**src/rtl/mdm_pkg.sv**
```systemverilog
// Shared definitions for the modem handshake status block.
// Assumes four handshake lines indexed in the order the status flags use.
package mdm_pkg;

    localparam int unsigned NLINES = 4;

    // Line index, equal to the change-flag bit position in the status register.
    typedef enum logic [1:0] {
        LN_CTS = 2'd0,
        LN_DSR = 2'd1,
        LN_RI  = 2'd2,
        LN_DCD = 2'd3
    } line_e;

    // Control register field positions.
    localparam int unsigned MCR_TRDY = 0;
    localparam int unsigned MCR_RTS  = 1;
    localparam int unsigned MCR_AUX1 = 2;
    localparam int unsigned MCR_AUX2 = 3;
    localparam int unsigned MCR_LOOP = 4;
    localparam int unsigned MCR_W    = 5;

    // Interrupt enable bit for modem-status events.
    localparam int unsigned IER_MSI  = 3;

    // Internal line levels (active high) used in loopback, indexed by line_e.
    function automatic logic [NLINES-1:0] loop_src(input logic [MCR_W-1:0] m);
        logic [NLINES-1:0] v;
        v[LN_CTS] = m[MCR_RTS];
        v[LN_DSR] = m[MCR_TRDY];
        v[LN_RI]  = m[MCR_AUX1];
        v[LN_DCD] = m[MCR_AUX2];
        return v;
    endfunction

endpackage

```
**src/rtl/mdm_sync.sv**
```systemverilog
// Multi-stage synchronizer for asynchronous pin inputs.
// Assumes STAGES >= 1; every stage resets to RST_VAL (the idle pin level).
module mdm_sync #(
    parameter int unsigned WIDTH   = 4,
    parameter int unsigned STAGES  = 2,
    parameter logic [WIDTH-1:0] RST_VAL = '1
) (
    input  logic             clk,
    input  logic             rst_n,
    input  logic [WIDTH-1:0] d,
    output logic [WIDTH-1:0] q
);
    logic [WIDTH-1:0] stg [STAGES];

    // Shift the raw pin values through the synchronizer chain.
    always_ff @(posedge clk) begin
        if (!rst_n) begin
            for (int i = 0; i < int'(STAGES); i++) stg[i] <= RST_VAL;
        end else begin
            stg[0] <= d;
            for (int i = 1; i < int'(STAGES); i++) stg[i] <= stg[i-1];
        end
    end

    assign q = stg[STAGES-1];
endmodule

```
**src/rtl/mdm_change_det.sv**
```systemverilog
// Per-line deassertion detector with sticky flags.
// A flag sets when its active-high level falls (the pin goes low to high) and
// clears on clr. A new fall wins over a clear in the same cycle.
module mdm_change_det #(
    parameter int unsigned N = 4
) (
    input  logic         clk,
    input  logic         rst_n,
    input  logic [N-1:0] level,
    input  logic         clr,
    output logic [N-1:0] fall,
    output logic [N-1:0] flags
);
    for (genvar i = 0; i < int'(N); i++) begin : g_line
        logic prev_q;
        logic flag_q;

        // Track the previous level and latch a sticky flag on a falling level.
        always_ff @(posedge clk) begin
            if (!rst_n) begin
                prev_q <= 1'b0;
                flag_q <= 1'b0;
            end else begin
                prev_q <= level[i];
                if (fall[i])  flag_q <= 1'b1;
                else if (clr) flag_q <= 1'b0;
            end
        end

        assign fall[i]  = prev_q & ~level[i];
        assign flags[i] = flag_q;
    end
endmodule

```
**src/rtl/mdm_ctrl_regs.sv**
```systemverilog
// Control and interrupt-enable registers, and the request-to-send pin driver.
// Assumes DATA_W > MCR_W. Write bits above the control field are dropped.
module mdm_ctrl_regs
    import mdm_pkg::*;
#(
    parameter int unsigned ADDR_W   = 3,
    parameter int unsigned DATA_W   = 8,
    parameter int unsigned IER_ADDR = 1,
    parameter int unsigned MCR_ADDR = 4
) (
    input  logic              clk,
    input  logic              rst_n,
    input  logic              wr_en,
    input  logic [ADDR_W-1:0] addr,
    input  logic [DATA_W-1:0] wdata,
    output logic [MCR_W-1:0]  mcr_q,
    output logic              msi_en,
    output logic              rts_n
);
    localparam logic [ADDR_W-1:0] A_IER = ADDR_W'(IER_ADDR);
    localparam logic [ADDR_W-1:0] A_MCR = ADDR_W'(MCR_ADDR);

    logic [DATA_W-1:0] wdata_unused;
    assign wdata_unused = wdata;

    // Store the control register on a write to its address.
    always_ff @(posedge clk) begin
        if (!rst_n)                        mcr_q <= '0;
        else if (wr_en && addr == A_MCR)   mcr_q <= wdata[MCR_W-1:0];
    end

    // Store the modem-status interrupt enable bit.
    always_ff @(posedge clk) begin
        if (!rst_n)                        msi_en <= 1'b0;
        else if (wr_en && addr == A_IER)   msi_en <= wdata[IER_MSI];
    end

    // Drive the active-low request-to-send pin, held inactive in loopback.
    assign rts_n = mcr_q[MCR_LOOP] ? 1'b1 : ~mcr_q[MCR_RTS];
endmodule

```
**src/rtl/uart_modem_status.sv**
```systemverilog
// Modem handshake status and control for a 16550-style serial port.
// Synchronizes four active-low handshake pins, reports their levels and sticky
// deassertion flags, drives request-to-send, and raises a status interrupt.
// Assumes DATA_W >= 8 and distinct register addresses.
module uart_modem_status
    import mdm_pkg::*;
#(
    parameter int unsigned ADDR_W      = 3,
    parameter int unsigned DATA_W      = 8,
    parameter int unsigned SYNC_STAGES = 2,
    parameter int unsigned IER_ADDR    = 1,
    parameter int unsigned MCR_ADDR    = 4,
    parameter int unsigned MSR_ADDR    = 6
) (
    input  logic              clk,
    input  logic              rst_n,
    input  logic              reg_wr,
    input  logic              reg_rd,
    input  logic [ADDR_W-1:0] reg_addr,
    input  logic [DATA_W-1:0] reg_wdata,
    output logic [DATA_W-1:0] reg_rdata,
    input  logic              dcd_n,
    input  logic              dsr_n,
    input  logic              ri_n,
    input  logic              cts_n,
    output logic              rts_n,
    output logic              irq
);
    localparam logic [ADDR_W-1:0] A_IER = ADDR_W'(IER_ADDR);
    localparam logic [ADDR_W-1:0] A_MCR = ADDR_W'(MCR_ADDR);
    localparam logic [ADDR_W-1:0] A_MSR = ADDR_W'(MSR_ADDR);

    logic [NLINES-1:0] pin_raw;
    logic [NLINES-1:0] pin_sync;
    logic [NLINES-1:0] line_lvl;
    logic [NLINES-1:0] chg_fall;
    logic [NLINES-1:0] chg_flags;
    logic [MCR_W-1:0]  mcr_q;
    logic              msi_en;
    logic              rd_msr;

    // Gather the pins in line_e order.
    assign pin_raw = {dcd_n, ri_n, dsr_n, cts_n};

    mdm_sync #(
        .WIDTH   (NLINES),
        .STAGES  (SYNC_STAGES),
        .RST_VAL ({NLINES{1'b1}})
    ) u_sync (
        .clk   (clk),
        .rst_n (rst_n),
        .d     (pin_raw),
        .q     (pin_sync)
    );

    mdm_ctrl_regs #(
        .ADDR_W   (ADDR_W),
        .DATA_W   (DATA_W),
        .IER_ADDR (IER_ADDR),
        .MCR_ADDR (MCR_ADDR)
    ) u_ctrl (
        .clk    (clk),
        .rst_n  (rst_n),
        .wr_en  (reg_wr),
        .addr   (reg_addr),
        .wdata  (reg_wdata),
        .mcr_q  (mcr_q),
        .msi_en (msi_en),
        .rts_n  (rts_n)
    );

    // Select the active-high line levels: the internal bits in loopback, else the pins.
    assign line_lvl = mcr_q[MCR_LOOP] ? loop_src(mcr_q) : ~pin_sync;

    // A status read clears the change flags.
    assign rd_msr = reg_rd && (reg_addr == A_MSR);

    mdm_change_det #(
        .N (NLINES)
    ) u_det (
        .clk   (clk),
        .rst_n (rst_n),
        .level (line_lvl),
        .clr   (rd_msr),
        .fall  (chg_fall),
        .flags (chg_flags)
    );

    // Register read multiplexer.
    always_comb begin
        reg_rdata = '0;
        if (reg_addr == A_MSR) begin
            reg_rdata[2*NLINES-1:0] = {line_lvl, chg_flags};
        end else if (reg_addr == A_MCR) begin
            reg_rdata[MCR_W-1:0] = mcr_q;
        end else if (reg_addr == A_IER) begin
            reg_rdata[IER_MSI] = msi_en;
        end
    end

    // Modem-status interrupt request.
    assign irq = msi_en & (|chg_flags);
endmodule

```
**config.mk**
```make
export PLATFORM = sky130hd
export DESIGN_NAME = uart_modem_status
export DESIGN_NICKNAME = d
export VERILOG_FILES = /design/src/rtl/mdm_pkg.sv /design/src/rtl/mdm_sync.sv /design/src/rtl/mdm_change_det.sv /design/src/rtl/mdm_ctrl_regs.sv /design/src/rtl/uart_modem_status.sv
export SDC_FILE = /design/constraint.sdc
export NUM_CORES = 1
export LEC_CHECK = 0
export ABC_AREA = 1
export BUFFER_PORTS_ARGS = -buffer_cell sky130_fd_sc_hd__buf_2
export CORE_UTILIZATION = 35
export DETAILED_ROUTE_END_ITERATION = 8
export GPL_TIMING_DRIVEN = 0
export SLEW_MARGIN = 0
export SYNTH_ARGS = -nofsm -noshare
export SYNTH_HDL_FRONTEND = slang
export SYNTH_SLANG_ARGS = --single-unit
```
**constraint.sdc**
```tcl
create_clock -name clk -period 1 [get_ports clk]
set_input_delay 0.05 -clock clk [delete_from_list [all_inputs] [get_ports clk]]
set_output_delay 0.05 -clock clk [all_outputs]
set_load 0.05 [all_outputs]
```
==> impl_metrics.yaml, run 1 <==
worst_setup_path:
  cp-end-kind: "primary output"
  r2r_slack_ps: -340
  path_class: "reg2out"
  r2r_cells: 8
  crit_path_frequent_cell: "nand2_2"
  path_delay_family: "flip-flops"
  startpoint_type: "flop"
  slowest_stage: "dfxtp_4"
  path_buf_inv: 3
  cp.arrival_ps: 1330
  cp_max_fo: 4
  cp_cell_sequence: "clkinvlp_4 -> nand2_2 -> nand2_2 -> inv_2 -> o22ai_4 -> buf_6"
  crit_required_ps: 950
  r2r_end: "u_det.g_line[2].flag_q$_SDFFE_PN0P_"
  r2r_start: "u_ctrl.mcr_q[4]$_SDFFE_PN0P_"
  cpPeakStageDelay_ps: 410
timing:
  rsz0062_at_grt: "yes"
  setup-tns-final_ps: -2880
  final.min_clock_period_ps: 1376
  final-max-slew-violation-count: 0
  layout_setup_ws_ps: -376.1
  tightest_slew_ps: 196.0
  fmax_mhz: 726.7
  slew_headroom_pct: 86.92
  finalHoldViolCount: 0
  finClkSkew_ps: 1.847
  setup_viol: 15
  finalCritPeriodShare_pct: 137.6
  whs_ps: 25.24
placed_design:
  routabilityCongestion: 0.7641
  placed_area_mm2: 0.001124
  dp_cells: 181
  dp_slack_ps: -319.5
  portBuffers: 25
  hpwl_um: 1445
grt:
  antenna_found_initial: 0
  grt_max_degree: 13
  grt_pass1_wl_um: 3760
  first_global_vias: 915
  track_usage_pct: 18.28
  grt-ovfl-total: 0
min_path:
  min_path_cells: 3
  worstHoldStart: "rst_n"
  worstHoldEndpoint: "u_ctrl.mcr_q[2]$_SDFFE_PN0P_"
  hold_class: "in2reg"
clocking:
  cts_num_sinks: 22
  cts_buffers: 3
  clock_path_buffers: 2
  clock_latency_ps: 300
  clkSlewWorstSetupHoldPaths_ps: 110
  cts_tree: "built"
  htree_levels: 1
  cts_root_buffer: "clkbuf_4"
power:
  p_per_area_mw_per_mm2: 1106
  power.total_mw: 1.676
  cellLeakagePower_nw: 0.7062
  peakVddDrop_uv: 889.1
floorplanning:
  fp.dieArea_mm2: 0.002833
  core_mm2: 0.002477
  chipHeight_um: 53.23
  io_pins: 29
  start_util_pct: 37.07
  rows: 18
  die_w_um: 53.23
route:
  drt_wl_total_um: 2236
  drt_first_iter_violations: 15
  firstDrtPassIters: 4
  vias_per_cell: 4.539
  avgRoutedWirePerCell_um: 10.85
  drtAntennaViolNets: 0
  drc: 0
  vias: 935
synth:
  syn-num-nets: 145
  yosys.area.top_type_share_pct: 47.96
  yosysTopAreaCell: "dfxtp_1"
  yosys.cell_count.top_type: "nand2_1"
  avgSynthCellArea_um2: 7.289
  synthArstFlopShare_pct: 0
  yosysUniqueCellTypes: 18
  syn_area_um2: 918.4
  synth_seq_area_share_pct: 47.96
  ys_top_cells_by_count: "30 x nand2_1, 23 x nor2_1, 22 x dfxtp_1"
  synth_flop_cell: "dfxtp_1"
  synth_cells: 126
  synth_area_leaders: "dfxtp_1 48%, nand2_1 12%, nor2_1 9.4%"
  synth_seq_cells: 22
  yosysWarningCount: 0
  synth_edf_count: 0
cells_and_area:
  layout.cells.non_filler: 206
  final_area_mm2: 0.001515
  final_util_pct: 61.16
  layout-drive-gt1-share_pct: 51.14
  antenna_cells: 0
  nNetsFinal: 196
  area.growth.synth_to_final_pct: 64.99
status:
  violations: "setup timing"
  status: "complete, but fails checks"
job:
  maxCapViolations: 0
what timing repair did:
item                                   4_1_cts  5_1_grt
hold buffers                                 9        0
pin swaps                                   13        7
buffers inserted                            10        4
endpoints found under the hold margin        9        0
gates resized for setup                     44       14
setup endpoints to repair                   15       15
final cells by class:
| type | count | area (µm²) |
|---|---|---|
| Sequential cell | 22 | 457.9 |
| Clock buffer | 4 | 36.28 |
| Timing Repair Buffer | 47 | 406.6 |
| Inverter | 17 | 67.56 |
| Buffer | 1 | 11.26 |
| Fill cell | 234 | 962.2 |
| Tap cell | 30 | 37.54 |
| Multi-Input combinational cell | 85 | 498.0 |
worst max-delay path by stage:
stage / startpoint / endpoint / slack [ps] / depth (start not counted)
6_report: u_ctrl.mcr_q[4]$_SDFFE_PN0P_ / reg_rdata[4] / -380 / 6
5_1_grt: u_ctrl.mcr_q[4]$_SDFFE_PN0P_ / reg_rdata[4] / -460 / 6
4_1_cts: u_ctrl.mcr_q[4]$_SDFFE_PN0P_ / reg_rdata[4] / -380 / 6
3_5_place_dp: reg_addr[0] / reg_rdata[0] / -320 / 7
3_3_place_gp: reg_addr[0] / reg_rdata[3] / -320 / 7
2_1_floorplan: u_ctrl.mcr_q[3]$_SDFFE_PN0P_ / reg_rdata[3] / -170 / 2
worst min-delay path, delay by kind of cell:
family                 cells  cell delay, ps
AND/OR/NAND/NOR            2             100
buffers and inverters      1             150
cells by family (layout without fill, tap and decap cells):
group                  Yosys count  in the layout  synth area share (%)
AO/OA/AOI/OAI                   13             13                 8.584
buffers and inverters           19             69                 9.400
flip-flops                      22             22                 47.96
AND/OR/NAND/NOR                 72             72                 34.06
sequential cells by signal (all words and copies together), names as in the netlist:
signal	flops
u_sync.stg	8
u_ctrl.mcr_q	5
u_det.g_line.flag_q	4
u_det.g_line.prev_q	4
u_ctrl.msi_en	1
layer usage:
layer | wire length [µm] | global-route usage, %
met1 | 1021 | 21.88
met2 | 1137 | 31.46
met3 | 66 | 2.874
met4 | 10 | 8.333
met5 | 0 | 0
power by group:
part           internal [mW]  switching (mW)
Sequential             0.909          0.0223
Combinational          0.135           0.138
Clock                  0.222           0.249
placed cells by master (no fill, tap or decap), types with 8 or more instances in the layout:
master and instances:
buf_4 9, buf_2 15, nand2_1 23, dfxtp_2 8, inv_1 10, dlygate4sd3_1 9, dfxtp_1 12, nor2_1 18
buf_6 12
Note: power is estimated with default switching activity, not from simulation.
==> run 2, diff against run 1 <==
--- a/config.mk
+++ b/config.mk
@@ -7,9 +7,12 @@
 export LEC_CHECK = 0
 export ABC_AREA = 1
 export BUFFER_PORTS_ARGS = -buffer_cell sky130_fd_sc_hd__buf_2
-export CORE_UTILIZATION = 35
+export CELL_PAD_IN_SITES_DETAIL_PLACEMENT = 2
+export CELL_PAD_IN_SITES_GLOBAL_PLACEMENT = 2
+export CORE_UTILIZATION = 26
 export DETAILED_ROUTE_END_ITERATION = 8
 export GPL_TIMING_DRIVEN = 0
+export PLACE_DENSITY_LB_ADDON = 0.1
 export SLEW_MARGIN = 0
 export SYNTH_ARGS = -nofsm -noshare
 export SYNTH_HDL_FRONTEND = slang
==> run 2 against run 1 <==
Flip-flop and latch count unchanged; register-to-register slack lost 30 ps; worst setup slack got worse by 76 ps; the flow still finishes with violations (setup timing); largest power group unchanged.
==> impl_metrics.yaml, run 2 (synthesis gave the netlist of run 1 again) <==
placed_design:
  dp_slack_ps: -404.0
  placed_area_mm2: 0.001144
  dp_cells: 197
  portBuffers: 25
  hpwl_um: 2020
  routabilityCongestion: 0.6689
grt:
  first_global_vias: 1070
  grt-ovfl-total: 0
  grt_pass1_wl_um: 4947
  track_usage_pct: 18.50
  grt_max_degree: 14
  antenna_found_initial: 0
timing:
  tightest_slew_ps: 231.4
  rsz0062_at_grt: "yes"
  setup-tns-final_ps: -3923
  fmax_mhz: 688.8
  slew_headroom_pct: 84.56
  layout_setup_ws_ps: -451.8
  finClkSkew_ps: 0.8103
  whs_ps: 11.85
  final.min_clock_period_ps: 1452
  finalCritPeriodShare_pct: 145.2
  final-max-slew-violation-count: 0
  finalHoldViolCount: 0
  setup_viol: 16
cells_and_area:
  nNetsFinal: 202
  layout.cells.non_filler: 228
  final_util_pct: 47.17
  reg_top3: "u_sync.stg (8), u_ctrl.mcr_q (5)"
  final_area_mm2: 0.001587
  final_common_cell: "nand2_1"
  layout-drive-gt1-share_pct: 52.75
  regMostFlops: "u_sync.stg"
  largest_reg_flops: 8
  fillers: 396
  antenna_cells: 0
  area.growth.synth_to_final_pct: 72.75
  layout_common_cells: "24 x nand2_1, 17 x nor2_1, 17 x buf_4, 15 x buf_2, 12 x dfxtp_1"
status:
  violations: "setup timing"
  status: "complete, but fails checks"
worst_setup_path:
  startpoint_type: "flop"
  r2r_end: "u_det.g_line[1].flag_q$_SDFFE_PN0P_"
  path_class: "reg2out"
  cp-end-kind: "primary output"
  startpoint: "u_ctrl.mcr_q[4]$_SDFFE_PN0P_"
  cp-endpoint: "rts_n"
  cp.arrival_ps: 1400
  r2r_cells: 7
  cp_max_fo: 5
  crit_required_ps: 950
  r2r_slack_ps: -370
  r2r_start: "u_ctrl.mcr_q[4]$_SDFFE_PN0P_"
job:
  maxCapViolations: 0
route:
  drt_first_iter_violations: 9
  vias: 1021
  drt_wl_total_um: 3475
  vias_per_cell: 4.478
  drc: 0
  avgRoutedWirePerCell_um: 15.24
  drtAntennaViolNets: 0
  firstDrtPassIters: 4
floorplanning:
  die_w_um: 61.43
  fp.dieArea_mm2: 0.003774
  start_util_pct: 27.31
  core_mm2: 0.003363
  rows: 21
  io_pins: 29
  chipHeight_um: 61.43
clocking:
  clkSlewWorstSetupHoldPaths_ps: 140
  cts_tree: "built"
  clock_path_buffers: 2
  cts_num_sinks: 22
  htree_levels: 1
  clock_latency_ps: 320
  cts_root_buffer: "clkbuf_4"
  cts_buffers: 3
power:
  power.total_mw: 1.948
  cellLeakagePower_nw: 0.7269
  p_per_area_mw_per_mm2: 1228
  peakVddDrop_uv: 533.9
min_path:
  hold_class: "in2reg"
run 2: changes by cell type in the layout (fill, tap and decap cells not counted):
| cell | change |
|---|---|
| buf_12 | -1 |
| buf_4 | +8 |
| buf_6 | -2 |
| buf_8 | +1 |
| bufinv_16 | +1 |
| clkbuf_8 | -1 |
| dfxtp_2 | +1 |
| dfxtp_4 | -1 |
| nand2_1 | +1 |
| nand2_2 | -1 |
| nor2_1 | -1 |
| nor2_4 | +1 |
run 2: per-layer routing:
metal / vias to the layer above / part of all wire [%] / track usage [%]
met2: 18 / 53 / 34.47
met5: - / 0 / 0
met3: 6 / 2.0 / 1.891
li1: 504 / - / -
met4: 0 / 1.7 / 4.762
met1: 493 / 43 / 22.68
run 2: worst max-delay path, cell delays in order, from the launching register on:
cell	delay [ps]
dfxtp_4	410
clkinvlp_4	170
buf_4	180
buf_6	110
nand2_2	70
buf_8	140
run 2: worst min-delay path by stage:
stage,start,end,slack (ps),cells past startpoint
finish,rst_n,u_ctrl.mcr_q[1]$_SDFFE_PN0P_,10,3
global route,rst_n,u_ctrl.msi_en$_SDFFE_PN0P_,20,3
CTS,rst_n,u_ctrl.mcr_q[1]$_SDFFE_PN0P_,6,3
detailed placement,ri_n,u_sync.stg[0][2]$_SDFF_PN1_,240,2
global placement,ri_n,u_sync.stg[0][2]$_SDFF_PN1_,230,2
floorplan,cts_n,u_sync.stg[0][0]$_SDFF_PN1_,160,1
run 2: where the power goes:
part	internal, mW	total, mW	switching (mW)
combinational	0.143	0.302	0.159
clock	0.405	0.711	0.306
sequential	0.912	0.935	0.0235
run 2: repair_timing:
item | in CTS | in global routing
resized for setup | 51 | 6
pin swaps | 13 | 6
hold buffers | 9 | 0
buffers inserted | 15 | 4
endpoints found under the hold margin | 9 | 0
endpoints found under the setup margin | 15 | 17
run 2: area by class of cell:
cell class                 instances  area (µm²)  share of cell area (%)
multi-input combinational         85       503.0                   31.70
sequential                        22       455.4                   28.71
timing repair buffer              53       439.2                   27.68
inverter                          17       67.56                   4.259
tap                               46       57.56                   3.628
clock inverter                     1       30.03                   1.893
clock buffer                       3       22.52                   1.420
buffer                             1       11.26                  0.7098
==> run 3, diff against run 2 <==
--- a/config.mk
+++ b/config.mk
@@ -7,9 +7,9 @@
 export LEC_CHECK = 0
 export ABC_AREA = 1
 export BUFFER_PORTS_ARGS = -buffer_cell sky130_fd_sc_hd__buf_2
-export CELL_PAD_IN_SITES_DETAIL_PLACEMENT = 2
-export CELL_PAD_IN_SITES_GLOBAL_PLACEMENT = 2
-export CORE_UTILIZATION = 26
+export CELL_PAD_IN_SITES_DETAIL_PLACEMENT = 1
+export CELL_PAD_IN_SITES_GLOBAL_PLACEMENT = 1
+export CORE_UTILIZATION = 34
 export DETAILED_ROUTE_END_ITERATION = 8
 export GPL_TIMING_DRIVEN = 0
 export PLACE_DENSITY_LB_ADDON = 0.1
==> run 3 against run 2 <==
Die area fell by 23%; power fell by 18%; core utilization rose by 12 points; cell count down 10%; largest power group unchanged; combinational power shrank 9.6%; the run still ends with setup timing left; first-iteration DRC count fell by 44%; register-to-register slack improved by 180 ps; critical path type unchanged.
==> impl_metrics.yaml, run 3 (synthesis gave the netlist of run 1 again) <==
cells_and_area:
  final_common_cell: "nand2_1"
  regArea_um2: 460.4
  multi_input_area_um2: 506.7
  layout_common_cells: "24 x nand2_1, 18 x nor2_1, 15 x buf_2, 13 x buf_4, 12 x dfxtp_1"
  layout-drive-gt1-share_pct: 50.86
  nNetsFinal: 196
  area.growth.synth_to_final_pct: 62.13
  largest_reg_flops: 8
  final_util_pct: 59.03
  fillers: 302
  regMostFlops: "u_sync.stg"
  antenna_cells: 0
  layout.cells.non_filler: 205
  reg_top3: "u_sync.stg (8), u_ctrl.mcr_q (5)"
route:
  drt_first_iter_violations: 5
  avgRoutedWirePerCell_um: 13.32
  firstDrtPassIters: 2
  vias_per_cell: 4.688
  drtAntennaViolNets: 0
  drc: 0
  vias: 961
  drt_wl_total_um: 2730
power:
  p_sw_share_pct: 26.60
  peakVddDrop_uv: 942.0
  pwr-share-comb_pct: 17.0
  pwr-share-clk_pct: 24.9
  p_per_area_mw_per_mm2: 1078
  p_switching_uw: 427.1
  cellLeakagePower_nw: 0.7072
  internal_power_mw: 1.178
  power_frac_seq_pct: 58.1
  power.total_mw: 1.605
worst_setup_path:
  path_class: "reg2out"
  crit_required_ps: 950
  cp-end-kind: "primary output"
  r2r_cells: 6
  startpoint_type: "flop"
  cp.arrival_ps: 1350
  cp_max_fo: 7
clocking:
  cts_num_sinks: 22
  cts_buffers: 3
  clkSlewWorstSetupHoldPaths_ps: 110
  clock_path_buffers: 2
  htree_levels: 1
  cts_root_buffer: "clkbuf_4"
  cts_tree: "built"
  clock_latency_ps: 300
timing:
  finClkSkew_ps: 2.516
  final.min_clock_period_ps: 1401
  finalCritPeriodShare_pct: 140.1
  rsz0062_at_grt: "yes"
  fmax_mhz: 713.9
  tightest_slew_ps: 211.5
  slew_headroom_pct: 85.88
  finalHoldViolCount: 0
  setup_viol: 17
  final-max-slew-violation-count: 0
  layout_setup_ws_ps: -400.7
  whs_ps: 22.70
placed_design:
  dp_slack_ps: -389.5
  portBuffers: 25
  routabilityCongestion: 0.6836
  hpwl_um: 1744
  dp_cells: 181
min_path:
  hold_class: "in2reg"
  min_path_cells: 3
status:
  status: "complete, but fails checks"
  violations: "setup timing"
floorplanning:
  core_mm2: 0.002522
  die_w_um: 53.97
  rows: 18
  chipHeight_um: 53.97
  fp.dieArea_mm2: 0.002913
  io_pins: 29
  start_util_pct: 36.41
grt:
  grt-ovfl-total: 0
  first_global_vias: 963
  grt_max_degree: 12
  grt_pass1_wl_um: 4119
  track_usage_pct: 20.43
  antenna_found_initial: 0
job:
  maxCapViolations: 0
run 3: area by class of cell:
| type | count | area share (%) |
|---|---|---|
| multi-input cells | 85 | 34.03 |
| flip-flops and latches | 22 | 30.92 |
| well taps | 30 | 2.521 |
| plain buffers | 1 | 0.7563 |
| clock buffers | 3 | 1.513 |
| inverters | 17 | 4.538 |
| repair buffers | 47 | 25.71 |
run 3: per-layer routing:
metal	vias up	GRT usage, %	routed length, µm
met4	0	5.128	36
met1	451	20.31	1081
met2	19	42.39	1534
met5	-	0	0
li1	487	-	-
met3	4	3.390	77
run 3: worst paths after layout:
kind	slack [ps]	endpoint	start
worst min register to register	420	u_sync.stg[0][6]$_SDFF_PN1_	u_sync.stg[0][2]$_SDFF_PN1_
worst min-delay path	20	u_ctrl.msi_en$_SDFFE_PN0P_	rst_n
worst max register to register	-190	u_det.g_line[3].flag_q$_SDFFE_PN0P_	u_ctrl.mcr_q[4]$_SDFFE_PN0P_
worst max-delay path	-400	reg_rdata[4]	u_ctrl.mcr_q[4]$_SDFFE_PN0P_
run 3: worst max-delay path, stage by stage, from the launching register on:
cell and delay, ps:
dfxtp_4 420, clkinvlp_4 160, nand2_2 110, nand2_2 60
inv_2 70, o22ai_4 60, buf_6 160
run 3: power groups by stage:
stage                     clock network [mW]  registers, mW  logic (mW)
after global routing                   0.440          0.938       0.296
final                                  0.399          0.933       0.273
after floorplan                            0          0.941       0.125
after detailed placement                   0          0.947       0.193
after global placement                     0          0.945       0.187
after CTS                              0.409          0.932       0.266
run 3: what timing repair did:
item,in CTS,in global routing
hold endpoints to repair,9,0
pin swaps,13,8
resized for setup,44,13
endpoints found under the setup margin,15,18
setup buffers,12,1
hold buffers,9,0
run 3: stage by stage:
step,TNS [ps],instance area (µm²)
after floorplan,-807.8,960.9
after global placement,-2128,1124
after detailed placement,-2395,1124
after CTS,-2964,1443
after global routing,-3940,1489
final,-2915,1489
